### src/rtl/qic_pkg.sv
package qic_pkg;
  localparam int unsigned HALF_W = 16;
  localparam int unsigned NUM_GRP = 5;

  // word addresses
  localparam logic [3:0] A_DONE = 4'd0;
  localparam logic [3:0] A_DONE_EN = 4'd1;
  localparam logic [3:0] A_SUM = 4'd2;
  localparam logic [3:0] A_SUM_EN = 4'd3;
  localparam logic [3:0] A_RXE = 4'd4;
  localparam logic [3:0] A_RXE_EN = 4'd5;
  localparam logic [3:0] A_ZLP = 4'd6;
  localparam logic [3:0] A_ZLP_EN = 4'd7;
  localparam logic [3:0] A_TXE = 4'd8;
  localparam logic [3:0] A_TXE_EN = 4'd9;

  typedef enum logic [2:0] {
    GRP_RX_CS = 3'd0,
    GRP_RX_LEN = 3'd1,
    GRP_RX_ZLP = 3'd2,
    GRP_TX_CS = 3'd3,
    GRP_TX_LEN = 3'd4
  } grp_e;

  // implemented endpoint bits: 1 .. n-1
  function automatic logic [HALF_W-1:0] ep_mask(input int unsigned n);
    logic [HALF_W-1:0] m;
    m = '0;
    for (int unsigned i = 1; i < HALF_W; i++) begin
      if (i < n) m[i] = 1'b1;
    end
    return m;
  endfunction
endpackage

### src/rtl/qic_w1c_reg.sv
module qic_w1c_reg #(
  parameter int unsigned W = 32,
  parameter logic [W-1:0] IMPL = '1
) (
  input  logic         clk_i,
  input  logic         rst_ni,
  input  logic [W-1:0] set_i,
  input  logic         clr_we_i,
  input  logic [W-1:0] clr_data_i,
  output logic [W-1:0] stat_o
);
  logic [W-1:0] stat_q;
  logic [W-1:0] clr;

  assign clr = clr_we_i ? clr_data_i : '0;

  always_ff @(posedge clk_i or negedge rst_ni) begin
    if (!rst_ni) stat_q <= '0;
    else stat_q <= ((stat_q & ~clr) | set_i) & IMPL;
  end

  assign stat_o = stat_q;


  set_wins_chk: assert property (@(posedge clk_i) disable iff (!rst_ni)
    (|(set_i & IMPL)) |=> ((stat_q & $past(set_i & IMPL)) == $past(set_i & IMPL)));


  clear_takes_chk: assert property (@(posedge clk_i) disable iff (!rst_ni)
    (clr_we_i && (|(clr_data_i & ~set_i))) |=> ((stat_q & $past(clr_data_i & ~set_i)) == '0));
endmodule

### src/rtl/qic_rw_reg.sv
module qic_rw_reg #(
  parameter int unsigned W = 32,
  parameter logic [W-1:0] IMPL = '1
) (
  input  logic         clk_i,
  input  logic         rst_ni,
  input  logic         we_i,
  input  logic [W-1:0] wdata_i,
  output logic [W-1:0] q_o
);
  logic [W-1:0] q;

  always_ff @(posedge clk_i or negedge rst_ni) begin
    if (!rst_ni) q <= '0;
    else if (we_i) q <= wdata_i & IMPL;
  end

  assign q_o = q;


  write_back_chk: assert property (@(posedge clk_i) disable iff (!rst_ni)
    we_i |=> (q_o == $past(wdata_i & IMPL)));
endmodule

### src/rtl/queue_irq_ctrl.sv
module queue_irq_ctrl
  import qic_pkg::*;
#(
  parameter int unsigned NUM_EP = 16,
  parameter int unsigned ADDR_W = 4
) (
  input  logic              clk_i,
  input  logic              rst_ni,
  input  logic [NUM_EP-1:0] tx_done_i,
  input  logic [NUM_EP-1:0] rx_done_i,
  input  logic [NUM_EP-1:0] rx_cs_err_i,
  input  logic [NUM_EP-1:0] rx_len_err_i,
  input  logic [NUM_EP-1:0] rx_zlp_err_i,
  input  logic [NUM_EP-1:0] tx_cs_err_i,
  input  logic [NUM_EP-1:0] tx_len_err_i,
  input  logic              reg_wr_i,
  input  logic [ADDR_W-1:0] reg_addr_i,
  input  logic [31:0]       reg_wdata_i,
  output logic [31:0]       reg_rdata_o,
  output logic              irq_o
);
  localparam logic [HALF_W-1:0] EPM = ep_mask(NUM_EP);
  localparam logic [31:0] PAIRM = {EPM, EPM};
  localparam logic [NUM_GRP-1:0] SUMM = '1;

  logic [HALF_W-1:0] tx_d, rx_d, rcs, rlen, rzlp, tcs, tlen;
  always_comb begin
    tx_d = '0; rx_d = '0; rcs = '0; rlen = '0; rzlp = '0; tcs = '0; tlen = '0;
    tx_d[NUM_EP-1:0] = tx_done_i;
    rx_d[NUM_EP-1:0] = rx_done_i;
    rcs[NUM_EP-1:0] = rx_cs_err_i;
    rlen[NUM_EP-1:0] = rx_len_err_i;
    rzlp[NUM_EP-1:0] = rx_zlp_err_i;
    tcs[NUM_EP-1:0] = tx_cs_err_i;
    tlen[NUM_EP-1:0] = tx_len_err_i;
  end

  logic [ADDR_W-1:0] a;
  assign a = reg_addr_i;
  function automatic logic hit(input logic [ADDR_W-1:0] x, input logic [3:0] y);
    return x == ADDR_W'(y);
  endfunction

  logic [31:0] done_q, done_en, rxe_q, rxe_en, txe_q, txe_en;
  logic [HALF_W-1:0] zlp_q, zlp_en;
  logic [NUM_GRP-1:0] sum, sum_en;

  qic_w1c_reg #(.W(32), .IMPL(PAIRM)) u_done (
    .clk_i, .rst_ni, .set_i({rx_d, tx_d}),
    .clr_we_i(reg_wr_i && hit(a, A_DONE)), .clr_data_i(reg_wdata_i), .stat_o(done_q));
  qic_w1c_reg #(.W(32), .IMPL(PAIRM)) u_rxe (
    .clk_i, .rst_ni, .set_i({rlen, rcs}),
    .clr_we_i(reg_wr_i && hit(a, A_RXE)), .clr_data_i(reg_wdata_i), .stat_o(rxe_q));
  qic_w1c_reg #(.W(HALF_W), .IMPL(EPM)) u_zlp (
    .clk_i, .rst_ni, .set_i(rzlp),
    .clr_we_i(reg_wr_i && hit(a, A_ZLP)), .clr_data_i(reg_wdata_i[HALF_W-1:0]), .stat_o(zlp_q));
  qic_w1c_reg #(.W(32), .IMPL(PAIRM)) u_txe (
    .clk_i, .rst_ni, .set_i({tlen, tcs}),
    .clr_we_i(reg_wr_i && hit(a, A_TXE)), .clr_data_i(reg_wdata_i), .stat_o(txe_q));

  qic_rw_reg #(.W(32), .IMPL(PAIRM)) u_done_en (
    .clk_i, .rst_ni, .we_i(reg_wr_i && hit(a, A_DONE_EN)), .wdata_i(reg_wdata_i), .q_o(done_en));
  qic_rw_reg #(.W(32), .IMPL(PAIRM)) u_rxe_en (
    .clk_i, .rst_ni, .we_i(reg_wr_i && hit(a, A_RXE_EN)), .wdata_i(reg_wdata_i), .q_o(rxe_en));
  qic_rw_reg #(.W(HALF_W), .IMPL(EPM)) u_zlp_en (
    .clk_i, .rst_ni, .we_i(reg_wr_i && hit(a, A_ZLP_EN)),
    .wdata_i(reg_wdata_i[HALF_W-1:0]), .q_o(zlp_en));
  qic_rw_reg #(.W(32), .IMPL(PAIRM)) u_txe_en (
    .clk_i, .rst_ni, .we_i(reg_wr_i && hit(a, A_TXE_EN)), .wdata_i(reg_wdata_i), .q_o(txe_en));
  qic_rw_reg #(.W(NUM_GRP), .IMPL(SUMM)) u_sum_en (
    .clk_i, .rst_ni, .we_i(reg_wr_i && hit(a, A_SUM_EN)),
    .wdata_i(reg_wdata_i[NUM_GRP-1:0]), .q_o(sum_en));

  // group views, indexed by grp_e
  logic [HALF_W-1:0] g_stat [NUM_GRP];
  logic [HALF_W-1:0] g_en [NUM_GRP];
  always_comb begin
    g_stat[GRP_RX_CS] = rxe_q[15:0];  g_en[GRP_RX_CS] = rxe_en[15:0];
    g_stat[GRP_RX_LEN] = rxe_q[31:16]; g_en[GRP_RX_LEN] = rxe_en[31:16];
    g_stat[GRP_RX_ZLP] = zlp_q;        g_en[GRP_RX_ZLP] = zlp_en;
    g_stat[GRP_TX_CS] = txe_q[15:0];  g_en[GRP_TX_CS] = txe_en[15:0];
    g_stat[GRP_TX_LEN] = txe_q[31:16]; g_en[GRP_TX_LEN] = txe_en[31:16];
  end

  for (genvar g = 0; g < NUM_GRP; g++) begin : g_sum
    assign sum[g] = |(g_stat[g] & g_en[g]);
  end

  logic pend;
  assign pend = (|(done_q & done_en)) | (|(sum & sum_en));

  always_ff @(posedge clk_i or negedge rst_ni) begin
    if (!rst_ni) irq_o <= 1'b0;
    else irq_o <= pend;
  end

  always_comb begin
    reg_rdata_o = '0;
    case (a)
      ADDR_W'(A_DONE):    reg_rdata_o = done_q;
      ADDR_W'(A_DONE_EN): reg_rdata_o = done_en;
      ADDR_W'(A_SUM):     reg_rdata_o[NUM_GRP-1:0] = sum;
      ADDR_W'(A_SUM_EN):  reg_rdata_o[NUM_GRP-1:0] = sum_en;
      ADDR_W'(A_RXE):     reg_rdata_o = rxe_q;
      ADDR_W'(A_RXE_EN):  reg_rdata_o = rxe_en;
      ADDR_W'(A_ZLP):     reg_rdata_o[HALF_W-1:0] = zlp_q;
      ADDR_W'(A_ZLP_EN):  reg_rdata_o[HALF_W-1:0] = zlp_en;
      ADDR_W'(A_TXE):     reg_rdata_o = txe_q;
      ADDR_W'(A_TXE_EN):  reg_rdata_o = txe_en;
      default:            reg_rdata_o = '0;
    endcase
  end


  irq_follows_chk: assert property (@(posedge clk_i) disable iff (!rst_ni)
    ((|(done_q & done_en)) || (|(sum & sum_en))) |=> irq_o);


  irq_drops_chk: assert property (@(posedge clk_i) disable iff (!rst_ni)
    !((|(done_q & done_en)) || (|(sum & sum_en))) |=> !irq_o);


  ep0_quiet_chk: assert property (@(posedge clk_i) disable iff (!rst_ni)
    (done_q[0] == 1'b0) && (done_q[16] == 1'b0) && (txe_q[0] == 1'b0) && (rxe_q[16] == 1'b0));
endmodule

### config.mk
export PLATFORM = sky130hd
export DESIGN_NAME = queue_irq_ctrl
export DESIGN_NICKNAME = d
export VERILOG_FILES = /design/src/rtl/qic_pkg.sv /design/src/rtl/qic_w1c_reg.sv /design/src/rtl/qic_rw_reg.sv /design/src/rtl/queue_irq_ctrl.sv
export SDC_FILE = /design/constraint.sdc
export NUM_CORES = 1
export LEC_CHECK = 0
export ABC_CLOCK_PERIOD_IN_PS = 4600
export BUFFER_PORTS_ARGS = -buffer_cell sky130_fd_sc_hd__buf_4
export CORE_ASPECT_RATIO = 0.75
export CORE_UTILIZATION = 40
export DETAILED_ROUTE_END_ITERATION = 8
export SETUP_SLACK_MARGIN = 0.05
export SYNTH_ARGS = -nofsm -noshare
export SYNTH_HDL_FRONTEND = slang
export SYNTH_SLANG_ARGS = --single-unit
### constraint.sdc
create_clock -name clk_i -period 4.6 [get_ports clk_i]
set_input_delay 0.46 -clock clk_i [delete_from_list [all_inputs] [get_ports clk_i]]
set_output_delay 0.46 -clock clk_i [all_outputs]
set_load 0.005 [all_outputs]
==> summary.md <==
| Metric | Value |
|---|---|
| HP Class | `input pin to asynchronous set/reset pin` |
| Top_reg_cell synth | `dfrtp_1` |
| Worst Setup End Kind | `output port` |
| Port bufs | `174` |
| Period utilisation layout | `66.0%` |
| Slowest stage cell, crit path | `nor4b_4` |
| Via count | `7883` |
| Most frequent cells in the layout | `dfrtp_1 (216), buf_4 (185), a22oi_1 (134)` |
| Fillers | `2202` |
| Status | `completed` |
| Number of synthesized flops with an enable pin | `0` |
| Mapped Cells | `843` |
| Max layer used | `met4` |
| Crit start category | `input pin` |
| WL final | `31600 µm` |
| Fin nets | `1154` |
| Post-synth ARST share | `100%` |
| RSZ-0062 raised after global routing | `no` |
| Core Region | `24100 µm²` |
| Top Ports | `184` |
| Yosys cell types | `42` |
| Final setup fails | `0` |
| Total track usage | `25.0%` |
| Cts bufs inserted | `23` |
| WS Path Type | `input pin to output port` |
| Max-Cap Viols | `0` |
| Post-CTS Setup Inserts | `0` |
| Worst Path Max Fanout | `19` |
| Syn_area_per_cell | `11.7 µm²` |
| Net Count, Synth | `994` |
| Maximum clock frequency | `0.329 GHz` |
| Clk slew on worst S/H paths | `0.06 ns` |
| Leak pwr | `4.91 nW` |
| Iteration-0 DRC Markers | `915` |
| Netlist area before placement | `9870 µm²` |
| Rel. slew slack | `31.7%` |
| CP max stage delay | `0.81 ns` |
| Area grow syn2layout | `24.2%` |
| Sink Count | `216` |
| Synth area leaders | `dfrtp_1 (55%), mux2_2 (13%), a22oi_1 (10%), a21o_1 (8.0%), nand2_1 (4.6%)` |
| Warnings from Yosys | `0` |
| First drt pass iteration count | `6` |
| # diodes | `0` |
| GRT overflow | `0` |
| H-tree level count | `1` |
| Min cycle time layout | `3.04 ns` |
| Most common cell after layout, fill and taps aside | `dfrtp_1` |
| Vias per cell | `5.84` |
| Dominant cell type by area after synthesis | `dfrtp_1` |
| Most used cell, CP | `buf_4` |
| Die W | `183 µm` |
| Routed len/inst | `23.4 µm` |
| Clock root buffer | `clkbuf_16` |
| Pin slew with the least headroom to its limit | `1.02 ns` |
| Post-cts hold buffer count | `0` |
| FF+latch count, synth | `216` |
| Via count of the first global-routing pass | `7635` |
| CTS tree | `yes` |
| Die ar. | `25300 µm²` |
| Pwr dens | `413 nW/µm²` |
| Metal-1 WL | `15300 µm` |
| Met2 wire len | `13100 µm` |
| RePlAce Congestion | `0.839` |
| Sequential fraction of the synthesis area | `54.8%` |
| Final-report max-slew violation count | `0` |
| Initial core utilization | `41.0%` |
| Hold slack | `0.0140 ns` |
| Post-route ant nets | `0` |
| Worst Path Required | `4.14 ns` |
| First-pass GRT wire length | `47800 µm` |
| Row count | `49` |
| CP Data Arrival Time | `2.58 ns` |
| Clock Latency Late Sink | `0.52 ns` |
| Pin count of the biggest net entering global routing | `93` |
| Layout cells sized above 1 | `34.1%` |
| CP cell instances | `buf_4 -> nor4b_4 -> buf_4 -> a222oi_1 -> and3_1 -> o221ai_1 -> buf_4` |
| Routed wl met3 | `2590 µm` |
| Max rail drop VDD | `0.225 mV` |
| Clk_skew | `0.0165 ns` |
| Hpwl dp | `21500 µm` |
| Post-synth top area share | `54.8%` |
| Post-cts sizing count | `0` |
| Final Util | `50.9%` |
| DRC viols | `0` |
| Initial antenna violation count | `0` |
| Clock tree buffer depth | `3` |
| Total negative slack | `0 ns` |
| DIE HEIGHT | `138 µm` |
| Final hold vios | `0` |
cell families after synthesis:
| logic type | count (synthesis) | synth area share, % |
|---|---|---|
| AO/OA/AOI/OAI | 269 | 20.8 |
| flip-flops | 216 | 54.8 |
| AND/OR/NAND/NOR | 190 | 8.82 |
| multiplexers | 112 | 12.8 |
| buffers and inverters | 55 | 2.86 |
| other | 1 | 0.0380 |
sequential cells by signal (all words and copies together) (netlist names), 5 cells and up:
register and cells:
u_txe.stat_o 30, u_sum_en.q_o 5, u_done.stat_o 30, u_rxe.stat_o 30, u_done_en.q_o 30, u_txe_en.q_o 30, u_zlp_en.q_o 15, u_zlp.stat_o 15
u_rxe_en.q_o 30
where the power goes:
part | internal, W | switching [W] | leakage (nW)
combinational | 0.000406 | 0.000336 | 2.24
sequential | 0.00214 | 0.000209 | 2.29
clock | 0.00121 | 0.000766 | 0.386
total | 0.00375 | 0.00131 | 4.91
synth_stat cells (5+ instances only):
| cell | n |
|---|---|
| a21o_1 | 105 |
| a221oi_1 | 5 |
| a222oi_1 | 7 |
| a22o_1 | 6 |
| a22oi_1 | 134 |
| buf_2 | 43 |
| dfrtp_1 | 216 |
| mux2_2 | 110 |
| nand2_1 | 120 |
| nand3_1 | 26 |
| nand4_1 | 11 |
| nor2_1 | 8 |
| nor3_1 | 7 |
per-stage QoR:
step                setup WS [ns]  instances  total power, W  area [µm²]
floorplan                    2.57        843         0.00272        9870
global route                 1.47       1349         0.00526       12300
finish                       1.56       1349         0.00506       12300
detailed placement           1.48       1309         0.00312       11500
CTS                          1.56       1349         0.00509       12300
global placement             1.49       1309         0.00310       11500
per-layer routing:
| metal | global-route usage, % | vias up |
|---|---|---|
| li1 | - | 3498 |
| met1 | 40.1 | 3980 |
| met2 | 34.6 | 364 |
| met3 | 4.64 | 41 |
| met4 | 5.26 | 0 |
| met5 | 0 | - |
final timing paths:
| kind | from | cells past startpoint | slack [ns] | endpoint |
|---|---|---|---|---|
| worst max-delay path | reg_addr_i[0] | 7 | 1.56 | reg_rdata_o[1] |
| worst min-delay path | rst_ni | 1 | 0.01 | u_zlp.stat_o[1]$_DFF_PN0_ |
| worst max register to register | u_zlp.stat_o[5]$_DFF_PN0_ | 5 | 2.22 | irq_o$_DFF_PN0_ |
| worst min register to register | u_done.stat_o[28]$_DFF_PN0_ | 1 | 0.51 | u_done.stat_o[28]$_DFF_PN0_ |
| max in group asynchronous | rst_ni | 2 | 3.45 | u_done.stat_o[5]$_DFF_PN0_ |
| min in group clk_i | rx_done_i[9] | 2 | 0.11 | u_done.stat_o[25]$_DFF_PN0_ |
cell type report:
cell class                 count  area, µm²  share of cell area, %
timing repair buffer         186       1400                   11.4
tap                          331        414                   3.38
inverter                       4       15.0                  0.122
multi-input combinational    572       4230                   34.5
clock inverter                 9        154                   1.25
sequential                   216       5410                   44.1
clock buffer                  31        646                   5.26
worst max-delay path, delay by kind of cell:
family,cells,cell delay [ns]
simple gates,2,1.05
compound gates,2,0.25
buf+inv,3,0.79
(Power assumes the default switching activity.)
